==> config.mk <==
export PLATFORM = sky130hd
export DESIGN_NAME = fr_pulse_skip
export DESIGN_NICKNAME = d
export VERILOG_FILES = /design/src/rtl/fr_skip_pkg.sv /design/src/rtl/fr_ratio_track.sv /design/src/rtl/fr_cycle_gate.sv /design/src/rtl/fr_peak_setpoint.sv /design/src/rtl/fr_pulse_skip.sv
export SDC_FILE = /design/constraint.sdc
export NUM_CORES = 1
export LEC_CHECK = 0
export BUFFER_PORTS_ARGS = -buffer_cell sky130_fd_sc_hd__buf_2
export CORE_MARGIN = 4
export CORE_UTILIZATION = 53
export CTS_CLUSTER_DIAMETER = 50
export DETAILED_ROUTE_END_ITERATION = 16
export PLACE_DENSITY = 0.86
export REMOVE_ABC_BUFFERS = 1
export SYNTH_ARGS = -nofsm -noshare
export SYNTH_HDL_FRONTEND = slang
export SYNTH_SLANG_ARGS = --single-unit
==> constraint.sdc <==
create_clock -name clk -period 6.9 [get_ports clk]
set_input_delay 1.725 -clock clk [delete_from_list [all_inputs] [get_ports clk]]
set_output_delay 1.725 -clock clk [all_outputs]
set_load 0.01 [all_outputs]
==> src/rtl/fr_skip_pkg.sv <==
package fr_skip_pkg;

    // Outcome of the gate decision at a cycle start.
    typedef enum logic [1:0] {
        GATE_IDLE       = 2'd0,
        GATE_ISSUE      = 2'd1,
        GATE_SKIP_FLUX  = 2'd2,
        GATE_SKIP_LIGHT = 2'd3
    } gate_e;

    // Report from the power stage about one issued cycle.
    typedef struct packed {
        logic strobe;
        logic early;
    } cyc_result_t;

    // Ratio after one accepted result: up on early limit, down otherwise,
    // bounded to [1, cap].
    function automatic int unsigned step_ratio(input int unsigned cur,
                                               input logic        early,
                                               input int unsigned cap);
        if (early)
            return (cur >= cap) ? cap : cur + 1;
        return (cur <= 1) ? 1 : cur - 1;
    endfunction

endpackage

==> src/rtl/fr_ratio_track.sv <==
module fr_ratio_track
    import fr_skip_pkg::*;
#(
    parameter int RMAX = 4,
    parameter int RW   = 3
) (
    input  logic          clk,
    input  logic          rst,
    input  cyc_result_t   res,
    output logic [RW-1:0] ratio,
    output logic [RW-1:0] ratio_nx,
    output logic          at_max
);

    localparam logic [RW-1:0] CAP = RW'(RMAX);
    localparam logic [RW-1:0] ONE = RW'(1);

    always_comb begin
        ratio_nx = ratio;
        if (res.strobe)
            ratio_nx = RW'(step_ratio(32'(ratio), res.early, 32'(RMAX)));
    end

    always_ff @(posedge clk) begin
        if (rst)
            ratio <= ONE;
        else
            ratio <= ratio_nx;
    end

    assign at_max = (ratio == CAP);

    // Ratio stays inside its legal range.
    assert_ratio_bounds_R4: assert property (@(posedge clk) disable iff (rst)
        (ratio >= ONE) && (ratio <= CAP));

    // Ratio only ever moves one step per update.
    assert_ratio_step_R3: assert property (@(posedge clk) disable iff (rst)
        !$stable(ratio) |-> ((ratio == $past(ratio) + ONE) || (ratio + ONE == $past(ratio))));

    // An early result at the cap keeps the cap.
    assert_cap_hold_R4: assert property (@(posedge clk) disable iff (rst)
        (at_max && res.strobe && res.early) |=> (ratio == CAP));

endmodule

==> src/rtl/fr_cycle_gate.sv <==
module fr_cycle_gate
    import fr_skip_pkg::*;
#(
    parameter int RW = 3
) (
    input  logic          clk,
    input  logic          rst,
    input  logic          cyc_start,
    input  logic          ctrl_above,
    input  logic          res_vld,
    input  logic [RW-1:0] ratio_nx,
    output logic          res_take,
    output logic          cyc_en
);

    localparam logic [RW-1:0] ONE = RW'(1);

    logic [RW-1:0] skip_left;
    logic          pending;
    gate_e         dec;

    assign res_take = res_vld && pending;

    always_comb begin
        if (!cyc_start)
            dec = GATE_IDLE;
        else if (skip_left != '0)
            dec = GATE_SKIP_FLUX;
        else if (!ctrl_above)
            dec = GATE_SKIP_LIGHT;
        else
            dec = GATE_ISSUE;
    end

    always_ff @(posedge clk) begin
        if (rst) begin
            skip_left <= '0;
            pending   <= 1'b0;
            cyc_en    <= 1'b0;
        end else begin
            cyc_en <= (dec == GATE_ISSUE);
            if (res_take) begin
                pending   <= 1'b0;
                skip_left <= ratio_nx - ONE;
            end
            if (dec == GATE_SKIP_FLUX)
                skip_left <= skip_left - ONE;
            if (dec == GATE_ISSUE)
                pending <= 1'b1;
        end
    end

    // An issued cycle always follows a start seen with the level high.
    assert_issue_needs_level_R7: assert property (@(posedge clk) disable iff (rst)
        cyc_en |-> ($past(cyc_start) && $past(ctrl_above)));

    // A start with skips still pending never issues.
    assert_no_issue_while_skipping_R10: assert property (@(posedge clk) disable iff (rst)
        (cyc_start && (skip_left != '0)) |=> !cyc_en);

endmodule

==> src/rtl/fr_peak_setpoint.sv <==
module fr_peak_setpoint #(
    parameter int SP_W     = 8,
    parameter int LIGHT_SP = 115
) (
    input  logic            clk,
    input  logic            rst,
    input  logic            cyc_start,
    input  logic            ctrl_above,
    input  logic [SP_W-1:0] sp_demand,
    output logic [SP_W-1:0] pk_sp
);

    localparam logic [SP_W-1:0] LIGHT = SP_W'(LIGHT_SP);

    always_ff @(posedge clk) begin
        if (rst)
            pk_sp <= '0;
        else if (cyc_start)
            pk_sp <= ctrl_above ? sp_demand : LIGHT;
    end

    // Low control level at a start forces the light-load setpoint.
    assert_light_setpoint_R8: assert property (@(posedge clk) disable iff (rst)
        (cyc_start && !ctrl_above) |=> (pk_sp == LIGHT));

    // Setpoint only changes at cycle starts.
    assert_setpoint_hold_R8: assert property (@(posedge clk) disable iff (rst)
        !$past(cyc_start) |-> $stable(pk_sp));

endmodule

==> src/rtl/fr_pulse_skip.sv <==
module fr_pulse_skip
    import fr_skip_pkg::*;
#(
    parameter int NOM_KHZ  = 60,
    parameter int MIN_KHZ  = 15,
    parameter int SP_W     = 8,
    parameter int LIGHT_SP = 115,
    localparam int RMAX    = NOM_KHZ / MIN_KHZ,
    localparam int RW      = $clog2(RMAX + 1)
) (
    input  logic            clk,
    input  logic            rst,
    input  logic            cyc_start,
    input  logic            ctrl_above,
    input  logic [SP_W-1:0] sp_demand,
    input  logic            res_vld,
    input  logic            res_early,
    output logic            cyc_en,
    output logic [RW-1:0]   skip_ratio,
    output logic            ratio_at_max,
    output logic [SP_W-1:0] pk_sp
);

    logic          res_take;
    logic [RW-1:0] ratio_nx;
    cyc_result_t   res_acc;

    assign res_acc.strobe = res_take;
    assign res_acc.early  = res_early;

    fr_cycle_gate #(.RW(RW)) u_gate (
        .clk        (clk),
        .rst        (rst),
        .cyc_start  (cyc_start),
        .ctrl_above (ctrl_above),
        .res_vld    (res_vld),
        .ratio_nx   (ratio_nx),
        .res_take   (res_take),
        .cyc_en     (cyc_en)
    );

    fr_ratio_track #(.RMAX(RMAX), .RW(RW)) u_ratio (
        .clk      (clk),
        .rst      (rst),
        .res      (res_acc),
        .ratio    (skip_ratio),
        .ratio_nx (ratio_nx),
        .at_max   (ratio_at_max)
    );

    fr_peak_setpoint #(.SP_W(SP_W), .LIGHT_SP(LIGHT_SP)) u_sp (
        .clk        (clk),
        .rst        (rst),
        .cyc_start  (cyc_start),
        .ctrl_above (ctrl_above),
        .sp_demand  (sp_demand),
        .pk_sp      (pk_sp)
    );

    // A result with nothing outstanding leaves the ratio alone.
    assert_stray_result_R9: assert property (@(posedge clk) disable iff (rst)
        (res_vld && !res_take) |=> $stable(skip_ratio));

endmodule

After elaboration in Yosys (flattened, before gate mapping)
Index checks and enable logic that the tools add are counted.

cells by class
  add/subtract/negate cells = 4
  multiply operators = 0
  divide/modulo/power cells = 0
  magnitude comparators = 2
  eq/ne operators = 3
  shifts and indexed selects = 0
  mux-type cells = 15
  bitwise gates (word level) = 0
  reduce and logical (&&, ||, !) cells = 4

operators by type and width
  cell                 count
  $mux 3               7
  $sub 3x1->3 const B  3
  $mux 8               1
  $mux 2               3
  $mux 1               4
  $reduce_bool 2->1    2
  $add 3x1->3 const B  1
  $eq 3x3->1 const B   1
  $ge 3x3->1 const B   1
  $le 3x1->1 const B   1
  $reduce_bool 3->1    1
  $eq 2x1->1 const B   1
  $eq 2x2->1 const B   1
  $logic_and 1x1->1    1

word-level totals
  register bits after elaboration = 16
  bits in latches = 0
  memory bits (writable) = 0
  memory bits (read-only) = 0
  input port bits = 14
  output and inout port bits = 13
  logic and storage cells = 33
  memories kept = 0

Longest topological paths before layout
  depth in word-level cells = 8
  depth in mapped cells = 11

Cells and area by module
A second synthesis with hierarchy kept.

second synthesis, totals
  cells, all modules = 99
  area, all modules = 912.1 um^2

by module, submodules not included
  module            instances  cells each  area an instance (um^2)
  fr_peak_setpoint  1          35          332.8
  fr_cycle_gate     1          32          309.0
  fr_ratio_track    1          32          270.3

Least setup slack after synthesis
OpenSTA, ideal clock, no wires.

  path kind = input port to flip-flop
  from = input res_vld
  to = register u_gate.skip_left[2]
  setup time = 79 ps
  arrival = 3281 ps
  data required time = 6821 ps
  path slack = 3540 ps
  stages = 8
  path through = and2_4 mux2_4 a221oi_2 a2bb2oi_1 ha_1 o311ai_0 o211a_1 a211oi_2

between the ends
  longest elaborated chain between the ends = 5
  elaborated cells on any way between the ends = 6
  classes of those cells = add/sub: 1; mux: 3; reduce/logical: 2

ends and longest elaborated chain
  item                  line                  RTL
  from (decl)           fr_pulse_skip.sv:16   input logic res_vld,
  $logic_and 1x1->1 *   fr_cycle_gate.sv:22   assign res_take = res_vld && pending;
  $mux 3                fr_ratio_track.sv:20  if (res.strobe)
  $sub 3x1->3           fr_cycle_gate.sv:44   skip_left <= ratio_nx - ONE;
  $mux 3                fr_cycle_gate.sv:42   if (res_take) begin
  $mux 3                fr_cycle_gate.sv:46   if (dec == GATE_SKIP_FLUX)
  to (signal assigned)  fr_cycle_gate.sv:44
  to (signal assigned)  fr_cycle_gate.sv:47   skip_left <= skip_left - ONE;
  to (decl)             fr_cycle_gate.sv:18   logic [RW-1:0] skip_left;

Mark *: on every way between the ends. The rest lies on a longest branch, timed or not. The select of a mux whose other input is x is not followed.
A chain may end at the register's enable or synchronous reset.

Worst setup path after layout
Ends and elaborated chain as after synthesis.

==> summary.md <==
| Metric | Value |
|---|---|
| Post-Synth XOR/XNOR Area | `0%` |
| Total CTS buffers | `3` |
| Cell Area, Synth | `875.8 µm²` |
| HP Class | `flop to flop` |
| Slew margin rel. | `63.79%` |
| CP endpoint kind | `flop` |
| Crit path max fanout | `8` |
| Iteration-0 DRC Markers | `17` |
| Layout overhead on the synthesized area | `19.86%` |
| Pwr Total | `203.1 µW` |
| Vias per cell | `5.979` |
| Final setup TNS | `0 ns` |
| Max stage delay cell, worst path | `mux2_4` |
| Antenna violations before repair | `0` |
| Sequential area share after synthesis | `36.57%` |
| Max Buffers Root-to-Sink | `2` |
| Top-area cell type share of the netlist area | `36.57%` |
| Least-Margin Pin Slew | `0.5386 ns` |
| Register area | `320.3 µm²` |
| Nets | `149` |
| Status | `complete, no violations` |
| Final Non-Filler Cells | `145` |
| Drt first pass iters | `4` |
| Hold_buf cts | `0` |
| Compound-Gate Fraction of Synth Area | `27.86%` |
| Max-cap viol count | `0` |
| Io pins | `27` |
| Warnings, synthesis | `0` |
| CTS H-tree depth | `1` |
| Critical-path cell list | `buf_2, and2_4, mux2_4, a221oi_2, a2bb2oi_1, ha_1, o311ai_0, o211a_1, a211oi_2` |
| Vias | `867` |
| Final setup fails | `0` |
| Largest family of logic cells by synthesized area | `compound AO/OA/AOI/OAI gates` |
| Crit path kind | `input port to flop` |
| Worst path max stage delay | `0.26 ns` |
| Row cnt | `14` |
| Post-synthesis mux area share | `1.714%` |
| Final WL | `1807 µm` |
| Setup crit start kind | `input port` |
| Core footprint | `0.001541 mm²` |
| Critical path data arrival time | `3.58 ns` |
| P_leak | `0.0004870 µW` |
| Diodes inserted | `0` |
| PD cells | `193.4 mW/mm²` |
| GRT Overall Usage | `15.10%` |
| Largest area contributor in the netlist | `dfxtp_1` |
| Count of final hold-check violations | `0` |
| Placed cells | `141` |
| Drt wl/cell | `12.46 µm` |
| Clk sinks | `16` |
| Die area | `0.002367 mm²` |
| Pre-CTS WS | `3.234 ns` |
| Adder-cell share of the synthesized area | `7.143%` |
| Max-slew violation count | `0` |
| Yosys reg bits | `16` |
| Maximum vdd drop | `131.1 µV` |
| Unrepaired setup endpoints after global routing | `no` |
| Placer congestion estimate | `0.8409` |
| Synth cell types | `36` |
| Final Critical Period | `3.376 ns` |
| Worst path bufs/invs | `1` |
| Chip height | `48.65 µm` |
| Die width | `48.65 µm` |
| Mean Syn Cell Area | `8.587 µm²` |
| Area of the multi-input gates | `520.5 µm²` |
| CTS tree | `built` |
| Simple-gate share of the synthesized area | `22.71%` |
| Post-route ant nets | `0` |
| Top delay family on crit path | `compound AO/OA/AOI/OAI gates` |
| Aggregate global routing overflow | `0` |
| First-pass GRT wire length | `3036 µm` |
| Number of post-CTS setup repair buffers | `0` |
| Root buf cell | `clkbuf_4` |
| Post-DP HPWL | `1355 µm` |
| Layout cells sized above 1 | `30.23%` |
| Final setup margin | `3.524 ns` |
| Effective utilization at floorplan | `56.82%` |
| Mapped Cells | `102` |
| Vias in the first global route | `768` |
| Largest net degree at the start of global routing | `23` |
| Period Utilization, post-route | `48.93%` |
| Post-cts gate resize count | `0` |
| Worst-Skew Late Latency | `0.28 ns` |
| Synth top area cells | `dfxtp_1, ha_1, nor2_1, nand2b_1, a21oi_1` |
| DRC | `0` |
| CP required | `7.11 ns` |
| Layout fillers | `141` |
| Clock edge transition at the registers on the reported setup and hold paths | `0.09 ns` |
| Buffers added on ports | `26` |
| Worst Skew | `0.003120 ns` |
| Fmax | `296.2 MHz` |
[final timing paths]
check | startpoint | to | slack, ns | depth (start not counted)
hold / removal | u_sp.pk_sp[7] | u_sp.pk_sp[7] | 0.47 | 2
setup reg to reg | u_ratio.ratio[0] | u_gate.skip_left[2] | 4.36 | 10
setup / recovery | res_vld | u_gate.skip_left[2] | 3.52 | 9
hold reg to reg | u_sp.pk_sp[7] | u_sp.pk_sp[7] | 0.47 | 2
[cell type report]
type | count | share of cell area, %
Timing Repair Buffer | 26 | 12.40
Multi-Input combinational cell | 77 | 49.58
Sequential cell | 16 | 30.51
Tap cell | 16 | 1.907
Inverter | 6 | 2.145
Clock buffer | 4 | 3.456
[cell usage after synthesis]
master     instances
a22oi_1            1
and3_2             2
a211o_2            2
ha_1               5
a311oi_1           1
nand2_1            4
buf_2              1
o211a_1            1
o21bai_1           1
a211oi_2           1
a221oi_2           1
o22ai_1            4
inv_1              5
inv_2              1
a31oi_1            3
o21ai_0            2
and2_4             1
clkbuf_1           2
mux2_4             1
o31ai_1            1
nor4b_1            1
a21o_1             1
nand3b_1           1
and2_1             1
a21oi_1            8
nand3_1            5
nand2b_1           7
o311ai_0           1
a211o_1            1
a2bb2oi_1          2
o221ai_1           1
nor3_1             1
nor2_1            12
o32a_1             1
dfxtp_1           16
nor2b_1            3
[cells by family after synthesis]
logic type                 after synthesis
and+or+nand+nor                         38
AOI/OAI and AO/OA                       33
DFF                                     16
buffers and inverters                    9
adders and majority gates                5
muxes                                    1
[report_power, final]
part	switching, µW	internal (µW)	leakage (µW)
sequential	5.18	97.8	0.000131
clock	27.5	32.1	0.0000210
combinational	21.0	19.4	0.000335
[through the flow]
step	area (µm²)	hold slack, ns	util, %
final	1050	0.4719	68.10
after global routing	1050	0.5125	68.10
after CTS	1050	0.4743	68.10
after detailed placement	1013	0.4585	65.75
after global placement	1013	0.4527	65.75
after floorplan	863.3	0.4830	-
[per-layer routing]
metal,global-route usage [%],up-vias,wire length (µm)
met1,17.67,395,826
met3,3.067,8,137
met5,0,-,0
met4,8.520,0,47
met2,25.22,35,795
li1,-,429,-
[state kept, by name, summed over array words and instances, names as in the netlist]
signal            count
u_gate.cyc_en         1
u_gate.pending        1
u_sp.pk_sp            8
u_gate.skip_left      3
u_ratio.ratio         3
[placed cells by master, fill, tap and decap left out, types with 2 or more instances in the layout]
cell,synthesis,final
a2bb2oi_1,2,2
nor2_1,12,12
dfxtp_1,16,16
nand2_1,4,4
clkbuf_4,0,3
o21ai_0,2,2
ha_1,5,5
o22ai_1,4,4
and3_2,2,2
nor2b_1,3,3
nand2b_1,7,7
a21oi_1,8,8
inv_1,5,5
a31oi_1,3,3
nand3_1,5,5
a211o_2,2,2
buf_2,1,26
[worst reg2reg max path: cells and delay by family, from the launching register on]
family	cells	cell delay [ns]
fa+ha+maj	2	0.61
simple gates	1	0.10
compound gates	6	1.15
buf+inv	1	0.11
flops	1	0.50
No activity file was read; power rests on OpenSTA's default activity.
